**src/rtl/dmac_pkg.sv**
```systemverilog
package dmac_pkg;

    localparam int unsigned REG_W = 32;
    localparam int unsigned OFS_COUNT = 'h00;
    localparam int unsigned OFS_SETUP = 'h04;

    // Bit order fixes the software-visible positions: [2] [1] [0]
    typedef struct packed {
        logic single_addr;
        logic gate_req;
        logic wide_unit;
    } setup_t;

    localparam int unsigned SETUP_W = $bits(setup_t);

endpackage

```
**src/rtl/dmac_regs.sv**
```systemverilog
module dmac_regs
    import dmac_pkg::*;
#(
    parameter int unsigned CNT_W  = 24,
    parameter int unsigned ADDR_W = 8
) (
    input  logic                clk,
    input  logic                rst_n,
    input  logic                wr,
    input  logic [ADDR_W-1:0]   addr,
    input  logic [REG_W-1:0]    wdata,
    input  logic                lock,
    output logic [REG_W-1:0]    rdata,
    output logic [CNT_W-1:0]    count,
    output setup_t              setup
);

    typedef struct packed {
        logic [CNT_W-1:0] count;
        setup_t           setup;
    } regs_t;

    regs_t r_d, r_q;

    logic hit_count, hit_setup;
    logic unused_wdata;

    assign hit_count = (addr == ADDR_W'(OFS_COUNT));
    assign hit_setup = (addr == ADDR_W'(OFS_SETUP));

    generate
        if (CNT_W < REG_W) begin : g_pad
            assign unused_wdata = ^wdata[REG_W-1:CNT_W];
        end else begin : g_full
            assign unused_wdata = 1'b0;
        end
    endgenerate

    always_comb begin
        r_d = r_q;
        if (wr && hit_count && !lock) begin
            r_d.count = wdata[CNT_W-1:0];
        end
        if (wr && hit_setup) begin
            r_d.setup = setup_t'(wdata[SETUP_W-1:0]);
        end
    end

    always_ff @(posedge clk) begin
        if (!rst_n) begin
            r_q <= '0;
        end else begin
            r_q <= r_d;
        end
    end

    always_comb begin
        rdata = '0;
        if (hit_count) begin
            rdata = REG_W'(r_q.count);
        end else if (hit_setup) begin
            rdata = {{(REG_W-SETUP_W){1'b0}}, r_q.setup};
        end
    end

    assign count = r_q.count;
    assign setup = r_q.setup;

    // a locked count register keeps its value across a write
    p_count_locked_r4: assert property (@(posedge clk) disable iff (!rst_n)
        (lock && wr && hit_count) |=> (r_q.count == $past(r_q.count)));

    // setup readback never carries bits above the control field
    p_setup_upper_zero_r3: assert property (@(posedge clk) disable iff (!rst_n)
        hit_setup |-> (rdata[REG_W-1:SETUP_W] == '0));

endmodule

```
**src/rtl/dmac_counter.sv**
```systemverilog
module dmac_counter
    import dmac_pkg::*;
#(
    parameter int unsigned CNT_W       = 24,
    parameter int unsigned BURST_WORDS = 8
) (
    input  logic             clk,
    input  logic             rst_n,
    input  logic             start,
    input  logic             word_ack,
    input  logic [CNT_W-1:0] load_count,
    input  setup_t           setup,
    output logic             busy,
    output logic             done,
    output setup_t           mode
);

    localparam int unsigned REM_W = CNT_W + 1;
    localparam int unsigned PH_W  = (BURST_WORDS > 1) ? $clog2(BURST_WORDS) : 1;
    localparam logic [PH_W-1:0] PH_LAST = PH_W'(BURST_WORDS - 1);
    localparam logic [REM_W-1:0] REM_MAX = {1'b1, {CNT_W{1'b0}}};

    typedef struct packed {
        logic [REM_W-1:0] rem;
        logic [PH_W-1:0]  phase;
        logic             busy;
        logic             done;
        setup_t           mode;
    } cnt_t;

    cnt_t s_d, s_q;
    logic unit_end;

    always_comb begin
        s_d      = s_q;
        s_d.done = 1'b0;
        unit_end = !s_q.mode.wide_unit || (s_q.phase == PH_LAST);
        if (!s_q.busy) begin
            if (start) begin
                s_d.busy  = 1'b1;
                s_d.phase = '0;
                s_d.mode  = setup;
                s_d.rem   = (load_count == '0) ? REM_MAX : {1'b0, load_count};
            end
        end else if (word_ack) begin
            if (unit_end) begin
                s_d.phase = '0;
                s_d.rem   = s_q.rem - REM_W'(1);
                if (s_q.rem == REM_W'(1)) begin
                    s_d.busy = 1'b0;
                    s_d.done = 1'b1;
                end
            end else begin
                s_d.phase = s_q.phase + PH_W'(1);
            end
        end
    end

    always_ff @(posedge clk) begin
        if (!rst_n) begin
            s_q <= '0;
        end else begin
            s_q <= s_d;
        end
    end

    assign busy = s_q.busy;
    assign done = s_q.done;
    assign mode = s_q.mode;

    // a running transfer always has work left
    p_rem_nonzero_r5: assert property (@(posedge clk) disable iff (!rst_n)
        s_q.busy |-> (s_q.rem != '0));

    // completion is a single-cycle pulse that follows a busy cycle
    p_done_pulse_r11: assert property (@(posedge clk) disable iff (!rst_n)
        s_q.done |=> !s_q.done);

    p_done_after_busy_r11: assert property (@(posedge clk) disable iff (!rst_n)
        $rose(s_q.done) |-> (!s_q.busy && $past(s_q.busy)));

    // a start during a transfer leaves the remaining count alone
    p_restart_ignored_r12: assert property (@(posedge clk) disable iff (!rst_n)
        (s_q.busy && start && !word_ack) |=> (s_q.rem == $past(s_q.rem)));

    // acks while idle do not begin or alter a transfer
    p_idle_ack_r13: assert property (@(posedge clk) disable iff (!rst_n)
        (!s_q.busy && !start) |=> (!s_q.busy && s_q.rem == $past(s_q.rem)));

    // the word phase only advances inside eight-word units
    p_phase_narrow_r7: assert property (@(posedge clk) disable iff (!rst_n)
        (s_q.busy && !s_q.mode.wide_unit) |-> (s_q.phase == '0));

endmodule

```
**src/rtl/dmac_req.sv**
```systemverilog
module dmac_req (
    input  logic clk,
    input  logic rst_n,
    input  logic busy,
    input  logic gate_req,
    input  logic single_addr,
    input  logic rx_ready,
    output logic dreq
);

    logic throttle;

    // Single-address mode always paces the request by receiver readiness
    assign throttle = gate_req || single_addr;
    assign dreq     = busy && (!throttle || rx_ready);

    // without throttling the request tracks busy exactly
    p_free_request_r8: assert property (@(posedge clk) disable iff (!rst_n)
        (busy && !gate_req && !single_addr) |-> dreq);

    // a throttled request drops while the receiver is not ready
    p_gated_request_r9: assert property (@(posedge clk) disable iff (!rst_n)
        (throttle && !rx_ready) |-> !dreq);

endmodule

```
**src/rtl/dmac_xfer_ctrl.sv**
```systemverilog
module dmac_xfer_ctrl
    import dmac_pkg::*;
#(
    parameter int unsigned CNT_W       = 24,
    parameter int unsigned BURST_WORDS = 8,
    parameter int unsigned ADDR_W      = 8
) (
    input  logic              clk,
    input  logic              rst_n,
    input  logic              reg_wr,
    input  logic [ADDR_W-1:0] reg_addr,
    input  logic [31:0]       reg_wdata,
    output logic [31:0]       reg_rdata,
    input  logic              start,
    input  logic              word_ack,
    input  logic              rx_ready,
    output logic              dreq,
    output logic              busy,
    output logic              done
);

    logic [CNT_W-1:0] count_val;
    setup_t           setup_val;
    setup_t           mode_val;
    logic             busy_w;
    logic             done_w;
    logic             dreq_w;

    dmac_regs #(
        .CNT_W  (CNT_W),
        .ADDR_W (ADDR_W)
    ) u_regs (
        .clk   (clk),
        .rst_n (rst_n),
        .wr    (reg_wr),
        .addr  (reg_addr),
        .wdata (reg_wdata),
        .lock  (busy_w),
        .rdata (reg_rdata),
        .count (count_val),
        .setup (setup_val)
    );

    dmac_counter #(
        .CNT_W       (CNT_W),
        .BURST_WORDS (BURST_WORDS)
    ) u_counter (
        .clk        (clk),
        .rst_n      (rst_n),
        .start      (start),
        .word_ack   (word_ack),
        .load_count (count_val),
        .setup      (setup_val),
        .busy       (busy_w),
        .done       (done_w),
        .mode       (mode_val)
    );

    dmac_req u_req (
        .clk         (clk),
        .rst_n       (rst_n),
        .busy        (busy_w),
        .gate_req    (mode_val.gate_req),
        .single_addr (mode_val.single_addr),
        .rx_ready    (rx_ready),
        .dreq        (dreq_w)
    );

    assign busy = busy_w;
    assign done = done_w;
    assign dreq = dreq_w;

    // the request is withdrawn in the completion cycle
    p_no_req_at_done_r11: assert property (@(posedge clk) disable iff (!rst_n)
        done |-> !dreq);

    // nothing is requested while idle
    p_idle_quiet_r1: assert property (@(posedge clk) disable iff (!rst_n)
        !busy |-> !dreq);

endmodule

```
**config.mk**
```make
export PLATFORM = sky130hd
export DESIGN_NAME = dmac_xfer_ctrl
export DESIGN_NICKNAME = d
export VERILOG_FILES = /design/src/rtl/dmac_pkg.sv /design/src/rtl/dmac_regs.sv /design/src/rtl/dmac_counter.sv /design/src/rtl/dmac_req.sv /design/src/rtl/dmac_xfer_ctrl.sv
export SDC_FILE = /design/constraint.sdc
export NUM_CORES = 1
export LEC_CHECK = 0
export CAP_MARGIN = 40
export CORE_ASPECT_RATIO = 0.6
export CORE_MARGIN = 8
export CORE_UTILIZATION = 67
export CTS_BUF_LIST = sky130_fd_sc_hd__clkbuf_16
export DETAILED_ROUTE_END_ITERATION = 10
export DONT_BUFFER_PORTS = 1
export PLACE_DENSITY = 0.89
export SLEW_MARGIN = 20
export SYNTH_ARGS = -nofsm -noshare
export SYNTH_HDL_FRONTEND = slang
export SYNTH_SLANG_ARGS = --single-unit
```
**constraint.sdc**
```tcl
create_clock -name clk -period 3.2 [get_ports clk]
set_input_delay 0 -clock clk [delete_from_list [all_inputs] [get_ports clk]]
set_output_delay 0 -clock clk [all_outputs]
set_load 0.01 [all_outputs]
```
==> flow_summary.toml <==
[status]
status = "complete, but fails checks"
violations = "design-rule violations"

[worst_setup_path]
path_class = "register to register"
crit_path_max_incr_delay_ps = 800
crit_buf_inv = 0
end_kind = "register"
crit_arrival_ps = 2620
path_cells = "nand2_1 -> o21ai_1 -> o221ai_1 -> nor3_1"
startpoint = "u_counter.busy"
cp-start-kind = "register"
worstPathRequired_ps = 3440
path_delay_family = "compound AO/OA/AOI/OAI gates"
slowest_stage = "o21ai_1"
rr_startpoint = "u_counter.busy"
cp_max_fo = 18

[route]
wirelength_mm = 12.4
routedWlPerCell_um = 26.1
first_iter_violations = 810
vias_per_cell = 7.57
drtAntennaViolNets = 0
dr.pass1.iters = 11
vias = 3598
drc = 2

[timing]
setup-tns-final_ps = 0
max_freq_ghz = 0.421
fin_crit_sh_pct = 74.3
tightest_slew_ps = 847
setup_viol = 0
period_needed_ps = 2380
slew_violations = 0
skew_ps = 11.4
relSlewSlack_pct = 43.0
hold_violations = 0
rsz0062_at_grt = "no"

[synthesis]
muxShareOfSynthArea_pct = 7.47
synthDistinctLibCells = 55
synth_top_area_cell = "dfxtp_1"
synth_ff_type = "dfxtp_1"
syn_area_um2 = 3220
synth_simple_gate_area_share_pct = 28.4
netlist_top_cells_area = "dfxtp_1 (37%), mux2i_1 (7.5%), nor2_1 (4.8%)"
synth_xor_area_share_pct = 0.544
ys_ff_latch = 60
yosysMostFrequentCell = "dfxtp_1"
avgSynthCellArea_um2 = 8.34
ys_seq_area_share_pct = 37.3
synth-compound-area-share_pct = 17.8
synth.top_cell.area_share_pct = 37.3
ys_warn_count = 0
synth_adder_area_share_pct = 1.56
async_reset_ff_share_pct = 0
synth_top_family_by_area = "simple AND/OR/NAND/NOR gates"
syn_inst = 386
netlist_top_cells_count = "dfxtp_1 (60), nor2_1 (41), nand2_1 (34)"
synth_edf_count = 0

[cts]
numCtsBuffers = 9
clock_path_buffers = 2
post_cts_buffers = 0
root_buffer = "clkbuf_16"
cts.clk_slew.worst_paths_ps = 50
cts_max_level = 3
clkLatencyLatePin_ps = 330
cts_tree = "done"
cts_sinks = 60

[power_and_ir_drop]
p_clk_share_pct = 47.4
power.density_nw_per_um2 = 559
cellLeakagePower_nw = 1.36
p_int_w = 0.00155
pwr-share-comb_pct = 14.8
irDropWorstVdd_v = 0.000379
switchingPower_w = 0.000565
seqPwrFrac_pct = 37.8
swShare_pct = 26.7

[global_route]
grt_pass1_vias = 3573
grt_start_max_net_pins = 26
antenna_found_initial = 0
gr-usage-met1_pct = 37.4
use_met3_pct = 17.9
grt-ovfl-total = 0
grt_pass1_wl_mm = 19.6
track_usage_pct = 33.3
busiest_layer = "met2"
use_met2_pct = 47.7

[placed_design]
place_congestion = 0.919
port_buffers = 0
hpwl_mm = 6.43
dp.cells = 433

[die]
die_h_um = 69.7
start_util_pct = 70.1
dieArea_um2 = 7350
num_rows = 19
fp.dieW_um = 105
coreArea_um2 = 4590
ioPinCount = 81

[finish]
antenna_cells = 0
layout.nets = 458
fin_cells = 475
area_delta_synth_final_pct = 17.5
drive_above_1_share_pct = 7.77

[flow_run]
drv_cap = 0

[min_path]
min-delay-start = "reg_addr[2]"
min_path_type = "primary input to register"
==> final timing paths <==
check	end	slack, ps	cells past startpoint
min	u_regs.setup[1]	40	3
max reg2reg	u_counter.s_q[19]	820	4
max	u_counter.s_q[19]	820	4
min reg2reg	u_counter.mode[2]	480	2
==> tightest hold or removal path, cell delays in order <==
cell and delay (ps):
nand4_1 120, nand2_1 70, a21oi_1 130
==> area by class of cell <==
class	instances	area (um^2)
tap	63	78.8
inverter	5	18.8
clock inverter	6	80.1
sequential	60	1200
multi-input combinational	294	1820
timing repair buffer	38	353
fill	241	807
clock buffer	9	225
==> registers in the layout (all words and copies together), names as in the netlist <==
signal	flops
u_counter.busy	1
u_counter.mode	3
u_regs.count	24
u_counter.s_q	28
u_counter.done	1
u_regs.setup	3
==> through the flow <==
step / setup slack [ps] / power (W) / cell area (um^2) / hold slack (ps) / utilization (%)
floorplan: 1390 / 0.00100 / 3240 / 138 / -
CTS: 1040 / 0.00207 / 3780 / 25.2 / 82.4
detailed placement: 1070 / 0.00105 / 3210 / 126 / 69.9
global placement: 1130 / 0.00104 / 3200 / 124 / 69.7
global route: 767 / 0.00216 / 3780 / 109 / 82.4
finish: 822 / 0.00211 / 3780 / 35.5 / 82.4
==> timing repair <==
action                                 4_1_cts  5_1_grt
resized for setup                            0        0
hold buffers                                27        0
endpoints found under the hold margin       42        0
==> metal layers <==
layer	part of all wire, %	vias to the layer above	routed length [um]
li1	-	1450	-
met1	36	1590	4410
met2	41	427	5050
met3	16	131	2040
met4	7.4	0	916
met5	0	-	0
==> cell families (layout without fill, tap and decap cells) <==
group / count (synthesis) / count (layout)
compound gates: 88 / 88
xor+xnor: 2 / 2
fa+ha+maj: 4 / 4
buf+inv: 39 / 58
flops: 60 / 60
mux: 24 / 24
other cells: 1 / 8
simple gates: 168 / 168
==> cells in the final DEF (no fill, tap or decap), drive strengths merged, types with 2 or more instances in the layout <==
cell,Yosys,routed
ha,4,4
a22o,3,3
or3,2,2
a41oi,2,2
a31oi,17,17
o21ai,18,18
clkinv,0,3
or4,3,3
o31ai,4,4
and4b,2,2
nor4b,3,3
and2,23,23
o31a,2,2
and4,3,3
mux2i,24,24
bufinv,0,2
a21oi,18,18
nand3,8,8
a32oi,4,4
a22oi,3,3
nand2b,2,2
inv,5,5
nor2,41,41
a2bb2oi,2,2
nand4,9,9
dlygate4sd3,0,27
o21a,5,5
clkbuf,19,9
nand2,34,34
and3,2,2
buf,15,11
conb,1,8
nor3,11,11
dfxtp,60,60
or2,2,2
nor2b,3,3
o211ai,4,4
nor4,16,16
==> power groups by stage <==
stage | logic (W) | registers [W] | clock network, W
2_1_floorplan | 0.000200 | 0.000801 | 0
3_3_place_gp | 0.000238 | 0.000807 | 0
5_1_grt | 0.000326 | 0.000799 | 0.00104
3_5_place_dp | 0.000243 | 0.000809 | 0
6_report | 0.000313 | 0.000799 | 0.00100
4_1_cts | 0.000278 | 0.000794 | 0.000997
Note: power is estimated with default switching activity, not from simulation.
